==> config.mk <==
export PLATFORM = sky130hd
export DESIGN_NAME = ipi_send_dispatch
export DESIGN_NICKNAME = d
export VERILOG_FILES = /design/src/rtl/ipi_disp_pkg.sv /design/src/rtl/ipi_cmd_decode.sv /design/src/rtl/ipi_byte_merge.sv /design/src/rtl/ipi_seq_fsm.sv /design/src/rtl/ipi_send_dispatch.sv
export SDC_FILE = /design/constraint.sdc
export NUM_CORES = 1
export LEC_CHECK = 0
export ABC_AREA = 1
export BUFFER_PORTS_ARGS = -buffer_cell sky130_fd_sc_hd__buf_2
export CORE_MARGIN = 3
export CORE_UTILIZATION = 46
export DETAILED_ROUTE_END_ITERATION = 7
export PLACE_DENSITY = 0.76
export SKIP_CTS_REPAIR_TIMING = 1
export SYNTH_ARGS = -nofsm -noshare
export SYNTH_HDL_FRONTEND = slang
export SYNTH_HIERARCHICAL = 1
export SYNTH_SLANG_ARGS = --single-unit
==> constraint.sdc <==
create_clock -name clk -period 1.21 [get_ports clk]
set_input_delay 0.0605 -clock clk [delete_from_list [all_inputs] [get_ports clk]]
set_output_delay 0.0605 -clock clk [all_outputs]
set_load 0.005 [all_outputs]
==> src/rtl/ipi_disp_pkg.sv <==
package ipi_disp_pkg;
  localparam int CMD_W      = 64;
  localparam int DATA_W     = 32;
  localparam int ADDR_W     = 16;
  localparam int CORE_W     = 10;
  localparam int CORE_LSB   = 16;
  localparam int NBYTES     = DATA_W / 8;
  localparam int KEEP_LSB   = 27;
  localparam int PAYLD_LSB  = 32;
  localparam int VEC_W      = $clog2(DATA_W);
  localparam logic [ADDR_W-1:0] SET_PORT_ADDR = 16'h1008;
  localparam logic [ADDR_W-1:0] MBOX_BASE     = 16'h1020;

  typedef enum logic [1:0] {
    KIND_IPI  = 2'b00,
    KIND_MAIL = 2'b01,
    KIND_ANY  = 2'b10,
    KIND_RSVD = 2'b11
  } cmd_kind_e;

  typedef enum logic [2:0] {
    ST_IDLE,
    ST_READ,
    ST_WAIT_RDATA,
    ST_WRITE,
    ST_DONE
  } seq_state_e;

  typedef struct packed {
    logic              ok;
    logic [CORE_W-1:0] core;
    logic [ADDR_W-1:0] addr;
    logic [NBYTES-1:0] keep;
    logic [DATA_W-1:0] data;
  } xact_t;
endpackage

==> src/rtl/ipi_cmd_decode.sv <==
module ipi_cmd_decode
  import ipi_disp_pkg::*;
(
  input  logic [1:0]       cmd_kind,
  input  logic             cmd_full,
  input  logic [CMD_W-1:0] cmd_data,
  output xact_t            xact
);
  logic unused_cmd_bits;
  assign unused_cmd_bits = ^{cmd_data[KEEP_LSB-1:CORE_LSB+CORE_W], cmd_data[PAYLD_LSB-1]};

  always_comb begin
    xact      = '0;
    xact.core = cmd_data[CORE_LSB +: CORE_W];
    case (cmd_kind)
      KIND_IPI: begin
        xact.ok   = 1'b1;
        xact.addr = SET_PORT_ADDR;
        xact.data = DATA_W'(1) << cmd_data[VEC_W-1:0];
      end
      KIND_MAIL: begin
        xact.ok   = cmd_full;
        xact.addr = MBOX_BASE + ADDR_W'({cmd_data[4:2], 2'b00});
        xact.keep = cmd_data[KEEP_LSB +: NBYTES];
        xact.data = cmd_data[PAYLD_LSB +: DATA_W];
      end
      KIND_ANY: begin
        xact.ok   = cmd_full;
        xact.addr = cmd_data[ADDR_W-1:0];
        xact.keep = cmd_data[KEEP_LSB +: NBYTES];
        xact.data = cmd_data[PAYLD_LSB +: DATA_W];
      end
      default: xact.ok = 1'b0;
    endcase
  end
endmodule

==> src/rtl/ipi_byte_merge.sv <==
module ipi_byte_merge
  import ipi_disp_pkg::*;
(
  input  logic [DATA_W-1:0] old_word,
  input  logic [DATA_W-1:0] new_word,
  input  logic [NBYTES-1:0] keep,
  output logic [DATA_W-1:0] merged
);
  for (genvar b = 0; b < NBYTES; b++) begin : g_lane
    assign merged[8*b +: 8] = keep[b] ? old_word[8*b +: 8] : new_word[8*b +: 8];
  end
endmodule

==> src/rtl/ipi_seq_fsm.sv <==
module ipi_seq_fsm
  import ipi_disp_pkg::*;
(
  input  logic              clk,
  input  logic              rst_n,
  input  logic              cmd_valid,
  input  xact_t             dec,
  output logic              cmd_ready,
  output logic              busy,
  output logic              req_valid,
  input  logic              req_ready,
  output logic              req_write,
  output logic [CORE_W-1:0] req_core,
  output logic [ADDR_W-1:0] req_addr,
  output logic [DATA_W-1:0] req_wdata,
  input  logic              rsp_valid,
  input  logic [DATA_W-1:0] rsp_rdata
);
  seq_state_e        state;
  xact_t             cur;
  logic [DATA_W-1:0] merged;

  ipi_byte_merge u_merge (
    .old_word (rsp_rdata),
    .new_word (cur.data),
    .keep     (cur.keep),
    .merged   (merged)
  );

  always_ff @(posedge clk or negedge rst_n) begin
    if (!rst_n) begin
      state <= ST_IDLE;
      cur   <= '0;
    end else begin
      case (state)
        ST_IDLE: if (cmd_valid && dec.ok) begin
          cur   <= dec;
          state <= (|dec.keep) ? ST_READ : ST_WRITE;
        end
        ST_READ:       if (req_ready) state <= ST_WAIT_RDATA;
        ST_WAIT_RDATA: if (rsp_valid) begin
          cur.data <= merged;
          state    <= ST_WRITE;
        end
        ST_WRITE:      if (req_ready) state <= ST_DONE;
        default:       state <= ST_IDLE;
      endcase
    end
  end

  assign cmd_ready = (state == ST_IDLE);
  assign busy      = (state != ST_IDLE);
  assign req_valid = (state == ST_READ) || (state == ST_WRITE);
  assign req_write = (state == ST_WRITE);
  assign req_core  = cur.core;
  assign req_addr  = cur.addr;
  assign req_wdata = cur.data;
endmodule

==> src/rtl/ipi_send_dispatch.sv <==
module ipi_send_dispatch
  import ipi_disp_pkg::*;
(
  input  logic              clk,
  input  logic              rst_n,
  input  logic              cmd_valid,
  output logic              cmd_ready,
  input  logic [1:0]        cmd_kind,
  input  logic              cmd_full,
  input  logic [CMD_W-1:0]  cmd_data,
  output logic              busy,
  output logic              req_valid,
  input  logic              req_ready,
  output logic              req_write,
  output logic [CORE_W-1:0] req_core,
  output logic [ADDR_W-1:0] req_addr,
  output logic [DATA_W-1:0] req_wdata,
  input  logic              rsp_valid,
  input  logic [DATA_W-1:0] rsp_rdata
);
  xact_t dec;

  ipi_cmd_decode u_decode (
    .cmd_kind (cmd_kind),
    .cmd_full (cmd_full),
    .cmd_data (cmd_data),
    .xact     (dec)
  );

  ipi_seq_fsm u_seq (
    .clk       (clk),
    .rst_n     (rst_n),
    .cmd_valid (cmd_valid),
    .dec       (dec),
    .cmd_ready (cmd_ready),
    .busy      (busy),
    .req_valid (req_valid),
    .req_ready (req_ready),
    .req_write (req_write),
    .req_core  (req_core),
    .req_addr  (req_addr),
    .req_wdata (req_wdata),
    .rsp_valid (rsp_valid),
    .rsp_rdata (rsp_rdata)
  );
endmodule

==> metrics.txt, run 1 <==
Cell Pwr Density 1790 nW/um^2; Mapped Cells 763; Final Cell Area 6160 sq um; CTS buffer count 9; Initial Util 48.6%; multi-input logic area 2430 sq um; fin nets 994; row cnt 36; crit path DAT 1580 ps; final hold viol count 4; Worst Hold Path EP u_seq/req_addr[14]; DRT Pass-1 Iters 7; reg2reg setup slack -130 ps; worst hold start cmd_data[14]; synth top area cells dfrtp_1, nand2_1, buf_4; initial drt markers 369; setup TNS -6180 ps; top cell type's share of synthesized area 33.5%; Fin Clk Skew 10.4 ps; port buffer count 163; Die ar. 11800 sq um; vias in the first global route 4411; R2R depth 8; Yosys reg bits 65; Die Wd 109 microns; RR Endpoint u_seq/req_core[1]; fmax 749 MHz; warning count from the yosys run 6; DRC Markers 0; hold depth 5; grt ovf 0; cell area after synthesis 4860 sq um; initial antenna violation count 0; first-pass GRT wire length 21600 microns; worst skew pair latency 350 ps; per-cell routed wire length 14.2 microns; Worst setup SP type register; H-tree depth reported by CTS 3; most common cell after layout, fill and taps aside nand2_1; via count 5014; CTS clk-pin slew, worst paths 80 ps; crit path time final 1340 ps; required time of the critical path 1460 ps; CTS tree yes; sequential share of the synthesized area 33.5%; setup violators final 65; CTS Sinks 65; VDD IR max 1.09 mV; area post-placement 5560 sq um; vias per cell 4.90; All-Layer GR Usage 23.1%; Worst Hold Class primary input to register; LEAKAGE 3.69 nW; power consumption 11.0 mW; Max Cap Viol 0; post-synth top area cell dfrtp_1; Area Growth Syn to Fin 26.9%; Placer Congestion 0.867; commonest non-fill, non-tap cells in the layout nand2_1, buf_2, dfrtp_1, nand3_1, a21oi_1; kind of critical path register to register; status finished with violations; # IOs 166; antenna-violating nets left 0; final worst-path cycle share 110%; Avg Inst Size Synth 6.36 sq um; post-synthesis cell type count 19; Post-Syn Nets 871; WHS -16.3 ps; unrepaired setup endpoints after global routing yes; sequential cell area 1630 sq um; Antenna Cells 0; Max-slew headroom 70.5%; CP Capture Type register; core footprint 10000 sq um; largest net degree at the start of global routing 45; post-DP HPWL 9930 microns; CP max FO 10; Tightest Pin Transition 443 ps; Root Driver clkbuf_8; Slew Limit Fails 0; launching point of the worst reg2reg path u_seq/state[0]; Routed WL 14500 microns; Die Span Y 109 microns; failing checks negative hold slack, negative setup slack; layout cells sized above 1 31.3%; Filler cells 951; worst setup margin -126 ps; worst-case clock buffer depth 2
## metal layers
| metal | wire length, microns | GRT usage (%) | up-vias |
|---|---|---|---|
| met5 | 0 | 0 | - |
| met4 | 225 | 6.67 | 0 |
| met1 | 6480 | 33.4 | 2281 |
| met3 | 1110 | 4.14 | 21 |
| li1 | - | - | 2514 |
| met2 | 6670 | 35.2 | 198 |
## Yosys cell counts
| library cell | count |
|---|---|
| inv_2 | 10 |
| nor2_4 | 2 |
| nand3_1 | 50 |
| inv_1 | 28 |
| nor2_8 | 1 |
| nor3b_1 | 1 |
| nand2_2 | 5 |
| buf_2 | 16 |
| a21oi_1 | 35 |
| buf_4 | 75 |
| nor2_1 | 17 |
| nand4_1 | 8 |
| clkbuf_1 | 7 |
| dfrtp_1 | 65 |
| nand2_1 | 422 |
| nor2_2 | 2 |
| buf_6 | 12 |
| o21ai_0 | 3 |
| ha_1 | 4 |
## stage by stage
stage               worst slack (ps)  std cells  util, %
floorplan                       -136        763        -
global placement                -273        988     55.6
detailed placement              -359        988     55.6
CTS                             -166       1004     57.6
global route                    -166       1024     61.6
finish                          -126       1024     61.6
## report_power, final
| part | switching (mW) | internal [mW] |
|---|---|---|
| logic | 3.03 | 2.46 |
| clock network | 0.988 | 0.970 |
| registers | 0.634 | 2.96 |
| total | 4.66 | 6.39 |
## flip-flops by register name, summed over array words and instances (netlist names)
signal           count
u_seq/req_wdata     32
u_seq/req_core      10
u_seq/cur            4
u_seq/req_addr      16
u_seq/state          3
## logic make-up (layout without fill, tap and decap cells)
group / Yosys count / after routing / share of synthesized area [%]
AND/OR/NAND/NOR: 508 / 508 / 42.1
buffers and inverters: 148 / 276 / 19.5
flip-flops: 65 / 65 / 33.5
AO/OA/AOI/OAI: 38 / 38 / 3.92
adder cells (fa/ha/maj): 4 / 4 / 1.03
## worst max-delay path by stage
| stage | start | cells past startpoint | to | slack, ps |
|---|---|---|---|---|
| 6_report | u_seq/state[0] | 8 | u_seq/req_core[1] | -130 |
| 3_3_place_gp | cmd_kind[0] | 13 | u_seq/req_core[7] | -270 |
| 5_1_grt | u_seq/state[0] | 8 | u_seq/req_wdata[10] | -170 |
| 4_1_cts | u_seq/state[2] | 9 | u_seq/req_core[4] | -170 |
| 3_5_place_dp | cmd_kind[0] | 13 | u_seq/req_core[4] | -360 |
| 2_1_floorplan | cmd_kind[0] | 13 | u_seq/cur[33] | -140 |
## critical path, stage by stage, from the launching register on
cell	delay, ps
dfrtp_1	410
nor2_4	150
nand2_2	90
inv_4	90
nand2_8	90
buf_6	140
clkbuf_16	150
nand2_1	70
nand2_1	60
## cell type report
| cell class | instances | area share (%) |
|---|---|---|
| clock inverter | 7 | 1.24 |
| tap | 133 | 2.70 |
| clock buffer | 9 | 2.01 |
| multi-input combinational | 550 | 39.4 |
| inverter | 38 | 2.84 |
| sequential | 65 | 26.4 |
| timing repair buffer | 222 | 25.4 |
Note: power is estimated with default switching activity, not from simulation.
==> run 2, diff against run 1 <==
--- a/config.mk
+++ b/config.mk
@@ -10,7 +10,7 @@
 export CORE_MARGIN = 3
 export CORE_UTILIZATION = 46
 export DETAILED_ROUTE_END_ITERATION = 7
-export PLACE_DENSITY = 0.76
+export PLACE_DENSITY = 0.81
 export SKIP_CTS_REPAIR_TIMING = 1
 export SYNTH_ARGS = -nofsm -noshare
 export SYNTH_HDL_FRONTEND = slang
==> metrics.txt, run 2 (synthesized netlist as in run 1, its figures left out) <==
Layout Utilization 60.6%; LEAKAGE 3.65 nW; worst skew pair latency 350 ps; worst-case clock buffer depth 2; Max Cap Viol 0; DRT Pass-1 Iters 5; CTS buffer count 9; Antenna Cells 0; crit path time final 1330 ps; Initial Util 48.6%; Routed WL 14300 microns; launching point of the worst reg2reg path u_seq/state[0]; post-DP HPWL 9800 microns; first-pass GRT wire length 21800 microns; vias per cell 4.87; Cell Pwr Density 1750 nW/um^2; Die Span Y 109 microns; CTS tree yes; Final Cell Area 6060 sq um; VDD IR max 1.24 mV; largest net degree at the start of global routing 66; Max-slew headroom 76.0%; fmax 750 MHz; Fin Clk Skew 16.0 ps; power consumption 10.6 mW; setup TNS -6170 ps; Worst Hold Class primary input to register; max FFs per register 32; failing checks negative hold slack, negative setup slack; core footprint 10000 sq um; Worst Hold Path EP u_seq/req_addr[15]; port buffer count 163; hold depth 5; # IOs 166; CTS Sinks 65; via count 4982; kind of critical path register to register; CP max FO 7; critical path startpoint u_seq/state[0]; final hold viol count 2; Tightest Pin Transition 360 ps; R2R depth 9; layout cells sized above 1 30.7%; Die Wd 109 microns; RR Endpoint u_seq/req_core[2]; Die ar. 11800 sq um; Root Driver clkbuf_8; CP Cell Sequence nor2_4 -> nand2_2 -> inv_2 -> nand2_4 -> buf_6 -> clkinv_8 -> clkbuf_16 -> nand2_1 -> nand2_1; CP Capture Type register; most common cell after layout, fill and taps aside nand2_1; antenna-violating nets left 0; per-cell routed wire length 14.0 microns; All-Layer GR Usage 23.2%; final worst-path cycle share 110%; WHS -6.58 ps; required time of the critical path 1500 ps; Crit path top cell by count nand2_1; CTS clk-pin slew, worst paths 90 ps; vias in the first global route 4494; commonest non-fill, non-tap cells in the layout nand2_1, buf_2, dfrtp_1, nand3_1, a21oi_1; row cnt 36; Area Growth Syn to Fin 24.7%; crit path DAT 1620 ps; setup violators final 66; Slew Limit Fails 0; Worst setup SP type register; Placer Congestion 0.854; H-tree depth reported by CTS 3; CP max stage delay 420 ps; grt ovf 0; initial drt markers 490; area post-placement 5510 sq um; initial antenna violation count 0; status finished with violations; unrepaired setup endpoints after global routing yes; worst hold start cmd_data[15]; DRC Markers 0; reg2reg setup slack -120 ps; fin nets 992; worst setup margin -124 ps; CP max stage cell dfrtp_1
[run 2: layout make-up]
type / instances / area [sq um]
clock buffers: 9 / 124
clock inverters: 7 / 58.8
fillers: 960 / 3940
inverters: 38 / 173
multi-input cells: 550 / 2410
flip-flops and latches: 65 / 1630
well taps: 133 / 166
repair buffers: 220 / 1500
[run 2: how the worst max path moves through the flow]
stage               cells after the start  slack (ps)                 end
finish                                  9        -120   u_seq/req_core[2]
global route                            9        -240   u_seq/req_core[2]
CTS                                     9        -130   u_seq/req_addr[3]
detailed placement                     13        -300   u_seq/req_core[0]
global placement                       13        -230  u_seq/req_addr[12]
floorplan                              13        -140       u_seq/cur[33]
[run 2: worst max-delay path: cells and delay by family, from the launching register on]
kind	cells	cell delay [ps]
flip-flops	1	420
AND/OR/NAND/NOR	5	420
buffers and inverters	4	420
[run 2: where the power goes]
part / switching, mW / total [mW] / internal, mW
logic: 2.93 / 5.26 / 2.33
clock network: 0.981 / 1.76 / 0.775
registers: 0.642 / 3.60 / 2.95
total: 4.55 / 10.6 / 6.06
[run 2: routing by layer]
metal  track usage, %  wire length [microns]
met4             6.49                    221
met2             37.7                   6830
met3             4.50                   1080
met5                0                      0
met1             31.4                   6220
[run 2: per-stage QoR]
stage	setup slack (ps)	std cells
final	-124	1022
after global placement	-230	987
after global routing	-237	1022
after floorplan	-136	763
after CTS	-132	1003
after detailed placement	-299	987
